File: src/rtl/scn_irq_pkg.sv
package scn_irq_pkg;

   localparam int ADDR_W = 16;
   localparam int N_TGT  = 4;

   typedef enum logic [1:0] {
      TGT_LOAD  = 2'd0,
      TGT_LATCH = 2'd1,
      TGT_OFF   = 2'd2,
      TGT_ON    = 2'd3
   } tgt_e;

   function automatic logic [ADDR_W-1:0] tgt_addr(input int idx);
      case (idx)
         0:       tgt_addr = 16'hC000;
         1:       tgt_addr = 16'hC001;
         2:       tgt_addr = 16'hE000;
         default: tgt_addr = 16'hE001;
      endcase
   endfunction

endpackage

File: src/rtl/scn_irq_decode.sv
module scn_irq_decode
   import scn_irq_pkg::*;
#(
   parameter logic [ADDR_W-1:0] DEC_MASK = 16'hE001
) (
   input  logic              clk,
   input  logic              rst_n,
   input  logic              wr_en,
   input  logic [ADDR_W-1:0] wr_addr,
   output logic [N_TGT-1:0]  hit
);

   generate
      if (DEC_MASK == '0) begin : g_bad_mask
         $error("scn_irq_decode: DEC_MASK must not be zero");
      end
      for (genvar g = 0; g < N_TGT; g++) begin : g_tgt
         localparam logic [ADDR_W-1:0] MATCH = tgt_addr(g) & DEC_MASK;
         assign hit[g] = wr_en && ((wr_addr & DEC_MASK) == MATCH);
      end
   endgenerate

   AST_ONE_TARGET: assert property (@(posedge clk) disable iff (!rst_n)
      $onehot0(hit));

   AST_HIT_NEEDS_WRITE: assert property (@(posedge clk) disable iff (!rst_n)
      !wr_en |-> (hit == '0));

endmodule

File: src/rtl/scn_irq_qualify.sv
module scn_irq_qualify #(
   parameter int LINE_W    = 9,
   parameter int LAST_LINE = 239
) (
   input  logic              clk,
   input  logic              rst_n,
   input  logic              tick,
   input  logic [LINE_W-1:0] line,
   input  logic              bg_on,
   input  logic              spr_on,
   input  logic              enabled,
   input  logic              wr_busy,
   output logic              fire
);

   localparam longint LINE_MAX = (64'd1 << LINE_W) - 1;

   logic visible;
   logic rendering;

   generate
      if (LINE_W < 1 || LINE_W > 16) begin : g_bad_w
         $error("scn_irq_qualify: LINE_W out of range");
      end
      if (LAST_LINE < 0) begin : g_bad_last
         $error("scn_irq_qualify: LAST_LINE must not be negative");
      end
      if (LAST_LINE >= LINE_MAX) begin : g_all_lines
         assign visible = 1'b1;
      end else begin : g_cmp_lines
         localparam logic [LINE_W-1:0] LAST_V = LINE_W'(LAST_LINE);
         assign visible = (line <= LAST_V);
      end
   endgenerate

   assign rendering = bg_on | spr_on;
   assign fire      = tick && enabled && visible && rendering && !wr_busy;

   AST_DARK_NO_FIRE: assert property (@(posedge clk) disable iff (!rst_n)
      (!bg_on && !spr_on) |-> !fire);

   AST_OFF_NO_FIRE: assert property (@(posedge clk) disable iff (!rst_n)
      !enabled |-> !fire);

endmodule

File: src/rtl/scn_irq_counter.sv
module scn_irq_counter #(
   parameter int DATA_W = 8
) (
   input  logic              clk,
   input  logic              rst_n,
   input  logic              load_stb,
   input  logic              latch_stb,
   input  logic [DATA_W-1:0] din,
   input  logic              fire,
   output logic              expire
);

   logic [DATA_W-1:0] cnt_q;
   logic [DATA_W-1:0] latch_q;
   logic              at_zero;

   generate
      if (DATA_W < 1 || DATA_W > 32) begin : g_bad_w
         $error("scn_irq_counter: DATA_W out of range");
      end
   endgenerate

   assign at_zero = (cnt_q == '0);
   assign expire  = fire && at_zero;

   always_ff @(posedge clk) begin
      if (!rst_n) begin
         latch_q <= '0;
      end else if (latch_stb) begin
         latch_q <= din;
      end
   end

   always_ff @(posedge clk) begin
      if (!rst_n) begin
         cnt_q <= '0;
      end else if (load_stb) begin
         cnt_q <= din;
      end else if (fire) begin
         if (at_zero) cnt_q <= latch_q;
         else         cnt_q <= cnt_q - 1'b1;
      end
   end

   AST_LOAD_TAKES: assert property (@(posedge clk) disable iff (!rst_n)
      load_stb |=> (cnt_q == $past(din)));

   AST_RELOAD_LATCH: assert property (@(posedge clk) disable iff (!rst_n)
      (fire && at_zero && !load_stb) |=> (cnt_q == $past(latch_q)));

   AST_STEP_DOWN: assert property (@(posedge clk) disable iff (!rst_n)
      (fire && !at_zero && !load_stb) |=> (cnt_q == $past(cnt_q) - 1'b1));

   AST_IDLE_HOLD: assert property (@(posedge clk) disable iff (!rst_n)
      (!fire && !load_stb) |=> $stable(cnt_q));

endmodule

File: src/rtl/scanline_irq.sv
module scanline_irq
   import scn_irq_pkg::*;
#(
   parameter int DATA_W    = 8,
   parameter int LINE_W    = 9,
   parameter int LAST_LINE = 239
) (
   input  logic              clk,
   input  logic              rst_n,
   input  logic              cpu_wr,
   input  logic [15:0]       cpu_addr,
   input  logic [DATA_W-1:0] cpu_data,
   input  logic              line_tick,
   input  logic [LINE_W-1:0] line_num,
   input  logic              bg_enable,
   input  logic              spr_enable,
   output logic              irq_out
);

   logic [N_TGT-1:0] hit;
   logic             any_hit;
   logic             fire;
   logic             expire;
   logic             en_q;
   logic             irq_q;

   scn_irq_decode #(
      .DEC_MASK (16'hE001)
   ) u_decode (
      .clk     (clk),
      .rst_n   (rst_n),
      .wr_en   (cpu_wr),
      .wr_addr (cpu_addr),
      .hit     (hit)
   );

   assign any_hit = |hit;

   scn_irq_qualify #(
      .LINE_W    (LINE_W),
      .LAST_LINE (LAST_LINE)
   ) u_qualify (
      .clk     (clk),
      .rst_n   (rst_n),
      .tick    (line_tick),
      .line    (line_num),
      .bg_on   (bg_enable),
      .spr_on  (spr_enable),
      .enabled (en_q),
      .wr_busy (any_hit),
      .fire    (fire)
   );

   scn_irq_counter #(
      .DATA_W (DATA_W)
   ) u_counter (
      .clk       (clk),
      .rst_n     (rst_n),
      .load_stb  (hit[TGT_LOAD]),
      .latch_stb (hit[TGT_LATCH]),
      .din       (cpu_data),
      .fire      (fire),
      .expire    (expire)
   );

   always_ff @(posedge clk) begin
      if (!rst_n) begin
         en_q <= 1'b0;
      end else if (hit[TGT_OFF]) begin
         en_q <= 1'b0;
      end else if (hit[TGT_ON]) begin
         en_q <= 1'b1;
      end
   end

   always_ff @(posedge clk) begin
      if (!rst_n) begin
         irq_q <= 1'b0;
      end else if (hit[TGT_OFF]) begin
         irq_q <= 1'b0;
      end else if (expire) begin
         irq_q <= 1'b1;
      end
   end

   assign irq_out = irq_q;

   AST_OFF_CLEARS: assert property (@(posedge clk) disable iff (!rst_n)
      hit[TGT_OFF] |=> (!irq_q && !en_q));

   AST_LEVEL_HOLD: assert property (@(posedge clk) disable iff (!rst_n)
      (irq_q && !hit[TGT_OFF]) |=> irq_q);

   AST_RISE_CAUSE: assert property (@(posedge clk) disable iff (!rst_n)
      $rose(irq_q) |-> $past(expire));

   AST_WRITE_WINS: assert property (@(posedge clk) disable iff (!rst_n)
      any_hit |-> !fire);

endmodule

File: config.mk
export PLATFORM = sky130hd
export DESIGN_NAME = scanline_irq
export DESIGN_NICKNAME = d
export VERILOG_FILES = /design/src/rtl/scn_irq_pkg.sv /design/src/rtl/scn_irq_decode.sv /design/src/rtl/scn_irq_qualify.sv /design/src/rtl/scn_irq_counter.sv /design/src/rtl/scanline_irq.sv
export SDC_FILE = /design/constraint.sdc
export NUM_CORES = 1
export LEC_CHECK = 0
export ABC_AREA = 1
export BUFFER_PORTS_ARGS = -buffer_cell sky130_fd_sc_hd__buf_2
export CORE_MARGIN = 8
export CORE_UTILIZATION = 35
export CTS_CLUSTER_SIZE = 12
export DETAILED_ROUTE_END_ITERATION = 10
export PLACE_DENSITY = 0.6
export SETUP_SLACK_MARGIN = 0.05
export SYNTH_ARGS = -nofsm -noshare
export SYNTH_HDL_FRONTEND = slang
export SYNTH_SLANG_ARGS = --single-unit
File: constraint.sdc
create_clock -name clk -period 1.15 [get_ports clk]
set_input_delay 0.23 -clock clk [delete_from_list [all_inputs] [get_ports clk]]
set_output_delay 0.23 -clock clk [all_outputs]
set_load 0.01 [all_outputs]
**Word level (Yosys, flattened, before mapping)**

Index checks and enable logic that the tools add are counted.

- Bits in registers: 18
- Input bits: 39
- Output and inout port bits: 1
- Word-level logic and storage cells: 29

- Add/sub/neg operators: 1
- Order comparisons: 1
- Equal/unequal tests: 4
- Mux-type cells: 3
- Bitwise gates (word level): 2
- Reduce and logical (&&, ||, !) cells: 14

Operators with widths:

| operator | number |
|---|---|
| 8-bit two-way mux | 3 |
| 4-bit == test, second input constant | 4 |
| 9-bit by 8-bit <= comparator with 1-bit output, second input constant | 1 |
| 1-bit logical AND | 9 |
| 8-bit zero test | 1 |
| 8-bit by 1-bit subtractor with 8-bit output, second input constant | 1 |
| 4-bit OR reduction | 1 |
| 2-bit nonzero test | 1 |
| 2-bit OR reduction | 1 |
| 1-bit zero test | 1 |
| 1-bit NOT | 1 |
| 1-bit bitwise OR | 1 |

**Depth between registers and ports, before layout**

Gate-level depths: netlist of the first run.

- Depth after elaboration: 7
- Gate-level depth with buffers: 10
- Mapped depth without buffers: 10

**By module**

A second synthesis of the first run with hierarchy kept.

- Cells, all modules: 154
- Area total of the unflattened synthesis: 1058.5 um^2

By module, submodules not included:

| module | times used | cells an instance | area each (um^2) | sequential area each (um^2) |
|---|---|---|---|---|
| scn_irq_counter | 1 | 122 | 902.1 | 320.3 |
| scanline_irq | 1 | 11 | 73.8 | 40.0 |
| scn_irq_qualify | 1 | 11 | 42.5 | 0.0 |
| scn_irq_decode | 1 | 10 | 40.0 | 0.0 |

**Worst setup path after synthesis of the first run**

OpenSTA, ideal clock, no wires.

- Kind: flip-flop to flip-flop
- Start: register u_counter.cnt_q[0]
- End: register u_counter.cnt_q[5]
- Setup time: 0.117 ns
- Data arrival time: 1.110 ns
- Required time: 1.033 ns
- Slack: -0.078 ns
- Cell stages (with the launch flop): 10
- Path buffers: 0
- Clock period less this slack: 1.228 ns
- Cells stage by stage: dfxtp_1 > inv_1 > ha_1 > nand2_1 > nor2_8 > nand2_1 > nand2_1 > nor2_1 > nor2_1 > nor2_1

- Word-level cells in the longest chain between the ends: 4
- Elaborated cells on any way between the ends: 5
- Classes of those cells: 1 x add/sub; 3 x mux; 1 x reduce/logical

RTL lines:

| what | line | source |
|---|---|---|
| from (decl) | scn_irq_counter.sv:13 | `logic [DATA_W-1:0] cnt_q;` |
| from (signal assigned) | scn_irq_counter.sv:38 | `cnt_q <= din;` |
| from (signal assigned) | scn_irq_counter.sv:40 | `if (at_zero) cnt_q <= latch_q;` |
| from (signal assigned) | scn_irq_counter.sv:41 | `else cnt_q <= cnt_q - 1'b1;` |
| 8-bit by 1-bit subtractor with 8-bit output or 8-bit zero test (tied branches) | scn_irq_counter.sv:41, scn_irq_counter.sv:23 |  |
| 8-bit two-way mux * | scn_irq_counter.sv:40 |  |
| 8-bit two-way mux * | scn_irq_counter.sv:39 | `end else if (fire) begin` |
| 8-bit two-way mux * | scn_irq_counter.sv:37 | `end else if (load_stb) begin` |

Mark *: on every way between the ends. The rest lies on a longest branch, timed or not. The select of a mux whose other input is x is not followed.
A chain may end at the register's enable or synchronous reset.

**Final worst setup path of the first run**

- Start: register u_counter.cnt_q[1]
- End: register u_counter.cnt_q[1]

Same word-level chain as after synthesis.

==> results by group, run 1 <==
Outcome
  – Outcome: finished with violations
  – Failing checks: setup timing

Synth
  – Mapped Nets: 226
  – Top cells by area, synth: dfxtp_1 31%, nand2_1 16%, nor2_1 9.4%
  – Syn Area/Cell: 6.249 um2
  – Yosys top cell by area: dfxtp_1
  – Synth cell types: 22
  – Post-synthesis register bit count: 18
  – Register area share after synthesis: 0.3117
  – Post-Syn Instances: 185
  – Warning count from the yosys run: 0
  – Top cell type's share of synthesized area: 0.3117
  – Post-Syn Area: 0.001156 mm2

Global route
  – Largest net degree at the start of global routing: 16
  – First-pass GRT wire length: 4602 um
  – Initial antenna violation count: 0
  – Vias in the first global route: 1111
  – Gr usage total: 0.1061
  – Total grt overflow: 0

Final layout
  – Layout cell share with drive strength beyond 1: 0.3600
  – Register area: 367.9 um2
  – Layout fillers: 363
  – Util after Layout: 0.4777
  – Post-layout nets: 267
  – Area Overhead vs Synth: 34.63%
  – Antenna Cells: 0
  – Multi-input logic area: 755.7 um2
  – Final std cells w/o fill: 271
  – Final instance area: 0.001556 mm2

Clocking
  – Clock Latency Late Sink: 300 ps
  – CTS Buffer Depth: 2
  – CTS root buf: clkbuf_4
  – Clk sink count: 18
  – Setup repair bufs after CTS: 0
  – CTS Buf Count: 3
  – Reg clk slew, reported paths: 110 ps
  – Htree depth: 1
  – CTS tree: done

Job
  – Max cap viols: 0

Min path
  – Worst hold path class: primary input to flip-flop
  – Hold Path Cell Cnt: 3
  – Hold Path Origin: cpu_data[6]
  – Hold EP: u_counter.latch_q[6]

STA
  – Final Hold Vio Count: 0
  – Fin crit share: 1.062
  – Setup_tns: -368.7 ps
  – Pins Over Slew Limit: 0
  – Worst-margin pin slew: 263.0 ps
  – Worst Skew: 5.999 ps
  – Minimum clock period after layout: 1221 ps
  – Slew margin rel.: 0.8245
  – Fmax: 818.8 MHz
  – Worst setup margin: -71.28 ps
  – Worst hold margin: 182.6 ps
  – Final Setup Violations: 9
  – RSZ-0062 raised after global routing: true

Power and ir drop
  – Combinational power share: 0.182
  – Switching share of power: 0.2714
  – Total power: 1.275 mW
  – Seq pwr share: 0.503
  – Clk pwr share: 0.315
  – Int Pwr: 0.9291 mW
  – Leak: 0.7776 nW
  – Psw: 0.3461 mW
  – Maximum vdd drop: 0.5645 mV
  – PwrDens: 819.3 mW/mm2

Placed design
  – Gpl congestion: 0.8757
  – Hpwl dp: 2151 um
  – PortBufs: 23
  – Pre-CTS WS: -81.23 ps
  – Inst Count DP: 266
  – Post-Place Cell Area: 0.001460 mm2

Critical path
  – Arrival @ worst endpoint: 1450 ps
  – CP Launch Point: u_counter.cnt_q[1]
  – Critical Path End Type: flip-flop
  – Worst EP required: 1380 ps
  – WS Path Type: flip-flop to flip-flop
  – Reg2reg path depth: 8
  – Type of origin of the critical path: flip-flop
  – FF-to-FF setup slack: -70 ps
  – Critical Path Fanout Max: 8
  – Worst r2r src: u_counter.cnt_q[1]
  – R2R Path End: u_counter.cnt_q[1]

Route
  – DR iter-0 viols: 29
  – Routed WL: 2684 um
  – DRT Pass-1 Iters: 4
  – Final ANT Viol Nets: 0
  – Vias per cell: 4.387
  – WL/cell: 9.904 um
  – Via count: 1189
  – DRC: 0

Floorplan
  – Die H: 73.48 um
  – Initial core utilization: 0.3548
  – I/O Pins: 40
  – Die area: 0.005399 mm2
  – FP Rows: 21
  – Core Area: 0.003258 mm2
  – Die Span X: 73.48 um
-- worst max-delay path by stage --
stage | to | depth (start not counted) | slack, ps
3_3_place_gp | u_counter.cnt_q[0] | 8 | -80
4_1_cts | u_counter.cnt_q[4] | 10 | -90
3_5_place_dp | u_counter.cnt_q[4] | 10 | -80
2_1_floorplan | u_counter.cnt_q[4] | 10 | 40
6_report | u_counter.cnt_q[1] | 8 | -70
5_1_grt | u_counter.cnt_q[4] | 10 | -160
-- logic make-up after synthesis --
group,Yosys count,synth area share
compound gates,20,0.08766
xor+xnor,1,0.007577
fa+ha+maj,2,0.02164
buf+inv,31,0.1115
flops,18,0.3117
simple gates,113,0.4600
-- placed cells by master (no fill, tap or decap), types with 2 or more instances in the layout --
master    Yosys  layout
a21oi_1      10      10
buf_2         1      23
buf_4         1      14
clkbuf_4      0       3
dfxtp_1      18      12
dfxtp_2       0       6
ha_4          0       2
inv_1        25      22
inv_2         3       5
nand2_1      50      44
nand2_2       3       7
nand2_4       1       3
nand3_1      20      20
nor2_1       29      24
nor2_2        5       7
nor2_4        0       4
nor2_8        2       2
o21ai_0       6       6
o21ai_1       3       3
-- Yosys cell counts (all sizes together) --
library cell	number
nor2	36
a31oi	1
a21oi	10
nand2	54
dfxtp	18
o21ai	9
inv	28
ha	2
xnor2	1
nand4	1
nand3	22
buf	3
-- state kept, by name (all words and copies together) (netlist names) --
name and cells:
u_counter.cnt_q 8, u_counter.latch_q 8, en_q 1, irq_out 1
-- power by group through the flow --
stage,registers (mW),logic (mW),clock network [mW]
final,0.641,0.232,0.401
after floorplan,0.655,0.133,0
after global routing,0.643,0.260,0.428
after CTS,0.641,0.229,0.412
after detailed placement,0.655,0.215,0
after global placement,0.655,0.214,0
-- critical path, cell delays in order, from the launching register on --
cell     delay, ps
dfxtp_2        350
inv_2           90
ha_4           160
nand2_4         50
nor2_4          90
nand2_4         90
nand2_1        100
nand3_1         80
a21oi_1        140
-- what timing repair did --
action / CTS / global route
hold buffers: 0 / 0
pin swaps: 5 / 5
cloned: 1 / 0
resized for setup: 7 / 9
endpoints found under the setup margin: 9 / 9
-- layer usage --
layer | vias up | global-route usage | wire length, um
li1 | 654 | - | -
met1 | 515 | 0.1359 | 1325
met2 | 16 | 0.1722 | 1269
met3 | 4 | 0.01228 | 48
met4 | 0 | 0.04656 | 40
met5 | - | 0 | 0
-- area by class of cell --
cell class,count,share of cell area
multi-input cells,137,0.4855
well taps,46,0.03698
flip-flops and latches,18,0.2363
repair buffers,38,0.1487
inverters,28,0.06913
clock buffers,4,0.02331
(Power assumes the default switching activity.)
==> run 2, diff against run 1 <==
--- a/config.mk
+++ b/config.mk
@@ -7,10 +7,11 @@
 export LEC_CHECK = 0
 export ABC_AREA = 1
 export BUFFER_PORTS_ARGS = -buffer_cell sky130_fd_sc_hd__buf_2
+export CORE_ASPECT_RATIO = 1.75
 export CORE_MARGIN = 8
 export CORE_UTILIZATION = 35
-export CTS_CLUSTER_SIZE = 12
 export DETAILED_ROUTE_END_ITERATION = 10
+export MAX_ROUTING_LAYER = met4
 export PLACE_DENSITY = 0.6
 export SETUP_SLACK_MARGIN = 0.05
 export SYNTH_ARGS = -nofsm -noshare
==> results by group, run 2 (synthesis gave the netlist of run 1 again) <==
Clocking
  – Reg clk slew, reported paths: 70 ps
  – Clk sink count: 18
  – CTS Buffer Depth: 2
  – CTS tree: done
  – Clock Latency Late Sink: 250 ps
  – CTS Buf Count: 3
  – Htree depth: 1
  – CTS root buf: clkbuf_8
  – Hold-fix buffer count after cts: 0

Power and ir drop
  – PwrDens: 814.5 mW/mm2
  – Clk pwr share: 0.335
  – Leak: 0.8112 nW
  – Switching share of power: 0.2645
  – Int Pwr: 0.9699 mW
  – Seq pwr share: 0.487
  – Combinational power share: 0.178
  – Psw: 0.3488 mW
  – Maximum vdd drop: 0.8106 mV

Route
  – DR iter-0 viols: 18
  – DRT Pass-1 Iters: 4
  – Vias per cell: 4.537
  – Via count: 1234
  – Final ANT Viol Nets: 0
  – WL/cell: 11.05 um
  – Routed WL: 3006 um
  – DRC: 0

Global route
  – Initial antenna violation count: 0
  – Gr usage total: 0.1207
  – Largest net degree at the start of global routing: 16
  – Vias in the first global route: 1222
  – First-pass GRT wire length: 5147 um
  – Total grt overflow: 0

STA
  – Final Setup Violations: 8
  – Minimum clock period after layout: 1232 ps
  – Slew margin rel.: 0.8469
  – Fmax: 811.5 MHz
  – Worst Skew: 2.307 ps
  – Final Hold Vio Count: 0
  – RSZ-0062 raised after global routing: true
  – Worst hold margin: 230.9 ps
  – Fin crit share: 1.072
  – Setup_tns: -372.3 ps
  – Pins Over Slew Limit: 0
  – Worst-margin pin slew: 229.4 ps
  – Worst setup margin: -82.28 ps

Floorplan
  – Initial core utilization: 0.3680
  – Core Area: 0.003142 mm2
  – FP Rows: 27
  – Die area: 0.005471 mm2
  – Die H: 92.03 um
  – Die Span X: 59.45 um
  – I/O Pins: 40

Outcome
  – Failing checks: setup timing
  – Outcome: finished with violations

Placed design
  – Pre-CTS WS: -119.1 ps
  – Hpwl dp: 2358 um
  – Gpl congestion: 0.7822
  – PortBufs: 23

Job
  – Max cap viols: 0

Critical path
  – Arrival @ worst endpoint: 1370 ps
  – Type of origin of the critical path: flip-flop
  – Reg2reg path depth: 10
  – Slowest-stage cell, CP: dfxtp_2
  – Worst r2r src: u_counter.cnt_q[1]
  – Critical Path Fanout Max: 8
  – FF-to-FF setup slack: -80 ps
  – Largest stage delay, worst path: 350 ps
  – Critical Path End Type: flip-flop
  – Worst-path cell chain: inv_2 > ha_4 > nand2_4 > nor2_4 > nand2_4 > nand2_1 > nor2_1 > nor2_1 > nor2_1 > nor2_1
  – CP most frequent cell: nor2_1
  – WS Path Type: flip-flop to flip-flop
  – R2R Path End: u_counter.cnt_q[4]
  – Worst EP required: 1290 ps

Min path
  – Hold Path Cell Cnt: 3
  – Hold Path Origin: cpu_data[6]
  – Hold EP: u_counter.latch_q[6]
  – Worst hold path class: primary input to flip-flop

Final layout
  – Multi-input logic area: 749.5 um2
  – Layout cell share with drive strength beyond 1: 0.3755
  – Area Overhead vs Synth: 40.04%
  – Most common cell after layout, fill and taps aside: nand2_1
  – Most frequent cells in the layout: 46 x nand2_1, 24 x nor2_1, 23 x buf_2
  – Largest regs: u_counter.cnt_q x8, u_counter.latch_q x8
  – Util after Layout: 0.5153
  – Layout fillers: 331
  – Post-layout nets: 272
  – Register area: 369.1 um2
  – Antenna Cells: 0
-- run 2: cell type report --
| type | count | area share |
|---|---|---|
| multi-input cells | 137 | 0.4629 |
| flip-flops and latches | 18 | 0.2280 |
| repair buffers | 43 | 0.1816 |
| inverters | 28 | 0.06878 |
| well taps | 43 | 0.03323 |
| clock buffers | 3 | 0.02550 |
-- run 2: per-layer routing --
metal,part of all wire,track usage,vias up
li1,-,-,668
met3,0.020,0.01538,2
met1,0.41,0.1204,542
met5,0,-,-
met2,0.56,0.2246,22
met4,0.0083,0.04217,0
-- run 2: repair_timing --
action                                  CTS  global route
resized for setup                         5            13
pin swaps                                 6             5
buffers inserted                          1             0
endpoints found under the hold margin     0             0
gates cloned                              1             0
endpoints found under the setup margin    9             9
-- run 2: power by group through the flow --
stage	combinational, mW	clock, mW	sequential [mW]
final	0.235	0.442	0.642
after global routing	0.263	0.471	0.643
after CTS	0.234	0.452	0.641
after detailed placement	0.222	0	0.655
after global placement	0.220	0	0.655
after floorplan	0.133	0	0.655
-- run 2: per-stage QoR --
stage / instance area [um2] / std cells / total power, mW
after floorplan: 1199 / 185 / 0.7873
after global placement: 1511 / 267 / 0.8748
after detailed placement: 1511 / 267 / 0.8770
after CTS: 1584 / 272 / 1.328
after global routing: 1619 / 272 / 1.377
final: 1619 / 272 / 1.319
-- run 2: worst max-delay path by stage --
stage | from | endpoint | cells after the start
final | u_counter.cnt_q[1] | u_counter.cnt_q[4] | 10
after global routing | u_counter.cnt_q[1] | u_counter.cnt_q[3] | 10
after CTS | u_counter.cnt_q[1] | u_counter.cnt_q[4] | 10
after detailed placement | u_counter.cnt_q[6] | u_counter.cnt_q[5] | 8
after global placement | u_counter.cnt_q[6] | u_counter.cnt_q[5] | 8
after floorplan | u_counter.cnt_q[0] | u_counter.cnt_q[4] | 10
-- run 2: worst max-delay path, delay by kind of cell (launching register included) --
family	cells	cell delay [ps]
AND/OR/NAND/NOR	8	550
flip-flops	1	350
adder cells (fa/ha/maj)	1	170
buffers and inverters	1	50
==> run 3, diff against run 2 <==
--- a/config.mk
+++ b/config.mk
@@ -10,9 +10,10 @@
 export CORE_ASPECT_RATIO = 1.75
 export CORE_MARGIN = 8
 export CORE_UTILIZATION = 35
+export CTS_CLUSTER_DIAMETER = 100
 export DETAILED_ROUTE_END_ITERATION = 10
 export MAX_ROUTING_LAYER = met4
-export PLACE_DENSITY = 0.6
+export PLACE_DENSITY = 0.57
 export SETUP_SLACK_MARGIN = 0.05
 export SYNTH_ARGS = -nofsm -noshare
 export SYNTH_HDL_FRONTEND = slang
==> constraint.sdc (replaced) <==
create_clock -name clk -period 1.3 [get_ports clk]
set_input_delay 0.26 -clock clk [delete_from_list [all_inputs] [get_ports clk]]
set_output_delay 0.26 -clock clk [all_outputs]
set_load 0.01 [all_outputs]
==> results by group, run 3 (synthesis gave the netlist of run 1 again) <==
Placed design
  – Gpl congestion: 0.8039
  – Pre-CTS WS: -69.42 ps
  – Inst Count DP: 258
  – Post-Place Cell Area: 0.001376 mm2
  – PortBufs: 23
  – Hpwl dp: 2310 um

Route
  – Via count: 1178
  – DRT Pass-1 Iters: 4
  – WL/cell: 11.24 um
  – Final ANT Viol Nets: 0
  – DR iter-0 viols: 26
  – Vias per cell: 4.479
  – DRC: 0
  – Routed WL: 2957 um

Clocking
  – Htree depth: 1
  – Clk sink count: 18
  – CTS Buf Count: 3
  – CTS root buf: clkbuf_8
  – Hold-fix buffer count after cts: 0
  – Clock Latency Late Sink: 260 ps
  – CTS Buffer Depth: 2
  – CTS tree: done
  – Reg clk slew, reported paths: 70 ps

Floorplan
  – Die area: 0.005471 mm2
  – Initial core utilization: 0.3680
  – Die Span X: 59.45 um
  – Die H: 92.03 um
  – I/O Pins: 40
  – FP Rows: 27
  – Core Area: 0.003142 mm2

Final layout
  – Final instance area: 0.001531 mm2
  – Register area: 366.6 um2
  – Layout cell share with drive strength beyond 1: 0.3409
  – Layout fillers: 359
  – Area Overhead vs Synth: 32.47%
  – Most common cell after layout, fill and taps aside: nand2_1
  – Multi-input logic area: 758.2 um2
  – Most frequent cells in the layout: 45 x nand2_1, 24 x nor2_1, 23 x buf_2
  – Final std cells w/o fill: 263
  – Post-layout nets: 262
  – Largest regs: u_counter.cnt_q x8, u_counter.latch_q x8
  – Antenna Cells: 0

Power and ir drop
  – PwrDens: 803.4 mW/mm2
  – Leak: 0.7640 nW
  – Clk pwr share: 0.380
  – Seq pwr share: 0.462
  – Psw: 0.3193 mW
  – Combinational power share: 0.158
  – Maximum vdd drop: 0.6491 mV
  – Switching share of power: 0.2595
  – Int Pwr: 0.9111 mW

STA
  – Fin crit share: 0.9350
  – Worst hold margin: 256.2 ps
  – Fmax: 822.7 MHz
  – Worst setup margin: 84.54 ps
  – Final Hold Vio Count: 0
  – Worst Skew: 2.337 ps
  – Worst-margin pin slew: 288.8 ps
  – Final Setup Violations: 0
  – Pins Over Slew Limit: 0
  – Minimum clock period after layout: 1215 ps
  – Slew margin rel.: 0.8073
  – RSZ-0062 raised after global routing: true

Global route
  – Initial antenna violation count: 0
  – First-pass GRT wire length: 5154 um
  – Vias in the first global route: 1213
  – Total grt overflow: 0
  – Largest net degree at the start of global routing: 16
  – Gr usage total: 0.1235

Min path
  – Hold Path Origin: cpu_data[6]
  – Worst hold path class: primary input to flip-flop

Critical path
  – WS Path Type: flip-flop to flip-flop
  – Arrival @ worst endpoint: 1360 ps
  – CP Launch Point: u_counter.cnt_q[0]
  – Critical Path Fanout Max: 8
  – Critical Path End Type: flip-flop
  – Type of origin of the critical path: flip-flop
  – Worst EP required: 1450 ps
  – Worst r2r src: u_counter.cnt_q[0]

Job
  – Max cap viols: 0

Outcome
  – Outcome: finished, final reports clean
## run 3: changes by cell type in the layout (fill, tap and decap cells not counted), sizes merged
cell | previous run | this run
clkinvlp | 1 | 0
inv | 27 | 28
clkbuf | 3 | 4
buf | 43 | 33
## run 3: final timing paths
check | to | slack (ps) | depth (start not counted)
worst max-delay path | u_counter.cnt_q[4] | 80 | 10
worst min-delay path | u_counter.latch_q[6] | 260 | 3
worst max register to register | u_counter.cnt_q[4] | 80 | 10
worst min register to register | irq_out | 450 | 2
## run 3: metal layers
metal | vias to the layer above | GRT usage | share of wire
li1 | 641 | - | -
met1 | 502 | 0.1213 | 0.42
met5 | - | - | 0
met3 | 7 | 0.01958 | 0.032
met4 | 0 | 0.05823 | 0.024
met2 | 28 | 0.2228 | 0.53
## run 3: stage by stage
step           utilization  total power, mW  setup TNS (ps)
2_1_floorplan            -           0.6893               0
3_3_place_gp        0.4381           0.7548          -402.5
3_5_place_dp        0.4381           0.7561          -430.2
4_1_cts             0.4747            1.237               0
5_1_grt             0.4875            1.287          -84.15
6_report            0.4875            1.230               0
## run 3: area by class of cell
cell class | count | area share
clock buffers | 4 | 0.03595
repair buffers | 33 | 0.1242
well taps | 43 | 0.03513
inverters | 28 | 0.07026
multi-input cells | 137 | 0.4951
flip-flops and latches | 18 | 0.2394
## run 3: repair_timing
action | 4_1_cts | 5_1_grt
resized for setup | 17 | 13
gates cloned | 1 | 0
pin swaps | 6 | 4
hold endpoints to repair | 0 | 0
buffers inserted | 0 | 0
setup endpoints to repair | 8 | 8
## run 3: critical path, cell delays in order, from the launching register on
cell,delay [ps]
dfxtp_2,350
inv_4,50
ha_4,170
nand2_4,70
nor2_4,40
nand2_4,100
nand2_2,60
nor2_2,90
nor2_1,50
nor2_1,80
nor2_1,50
## run 3: power groups by stage
stage                     logic, mW  registers (mW)  clock network (mW)
after global routing          0.221           0.569               0.498
after global placement        0.176           0.579                   0
final                         0.195           0.568               0.468
after floorplan               0.111           0.579                   0
after detailed placement      0.177           0.579                   0
after CTS                     0.193           0.567               0.476
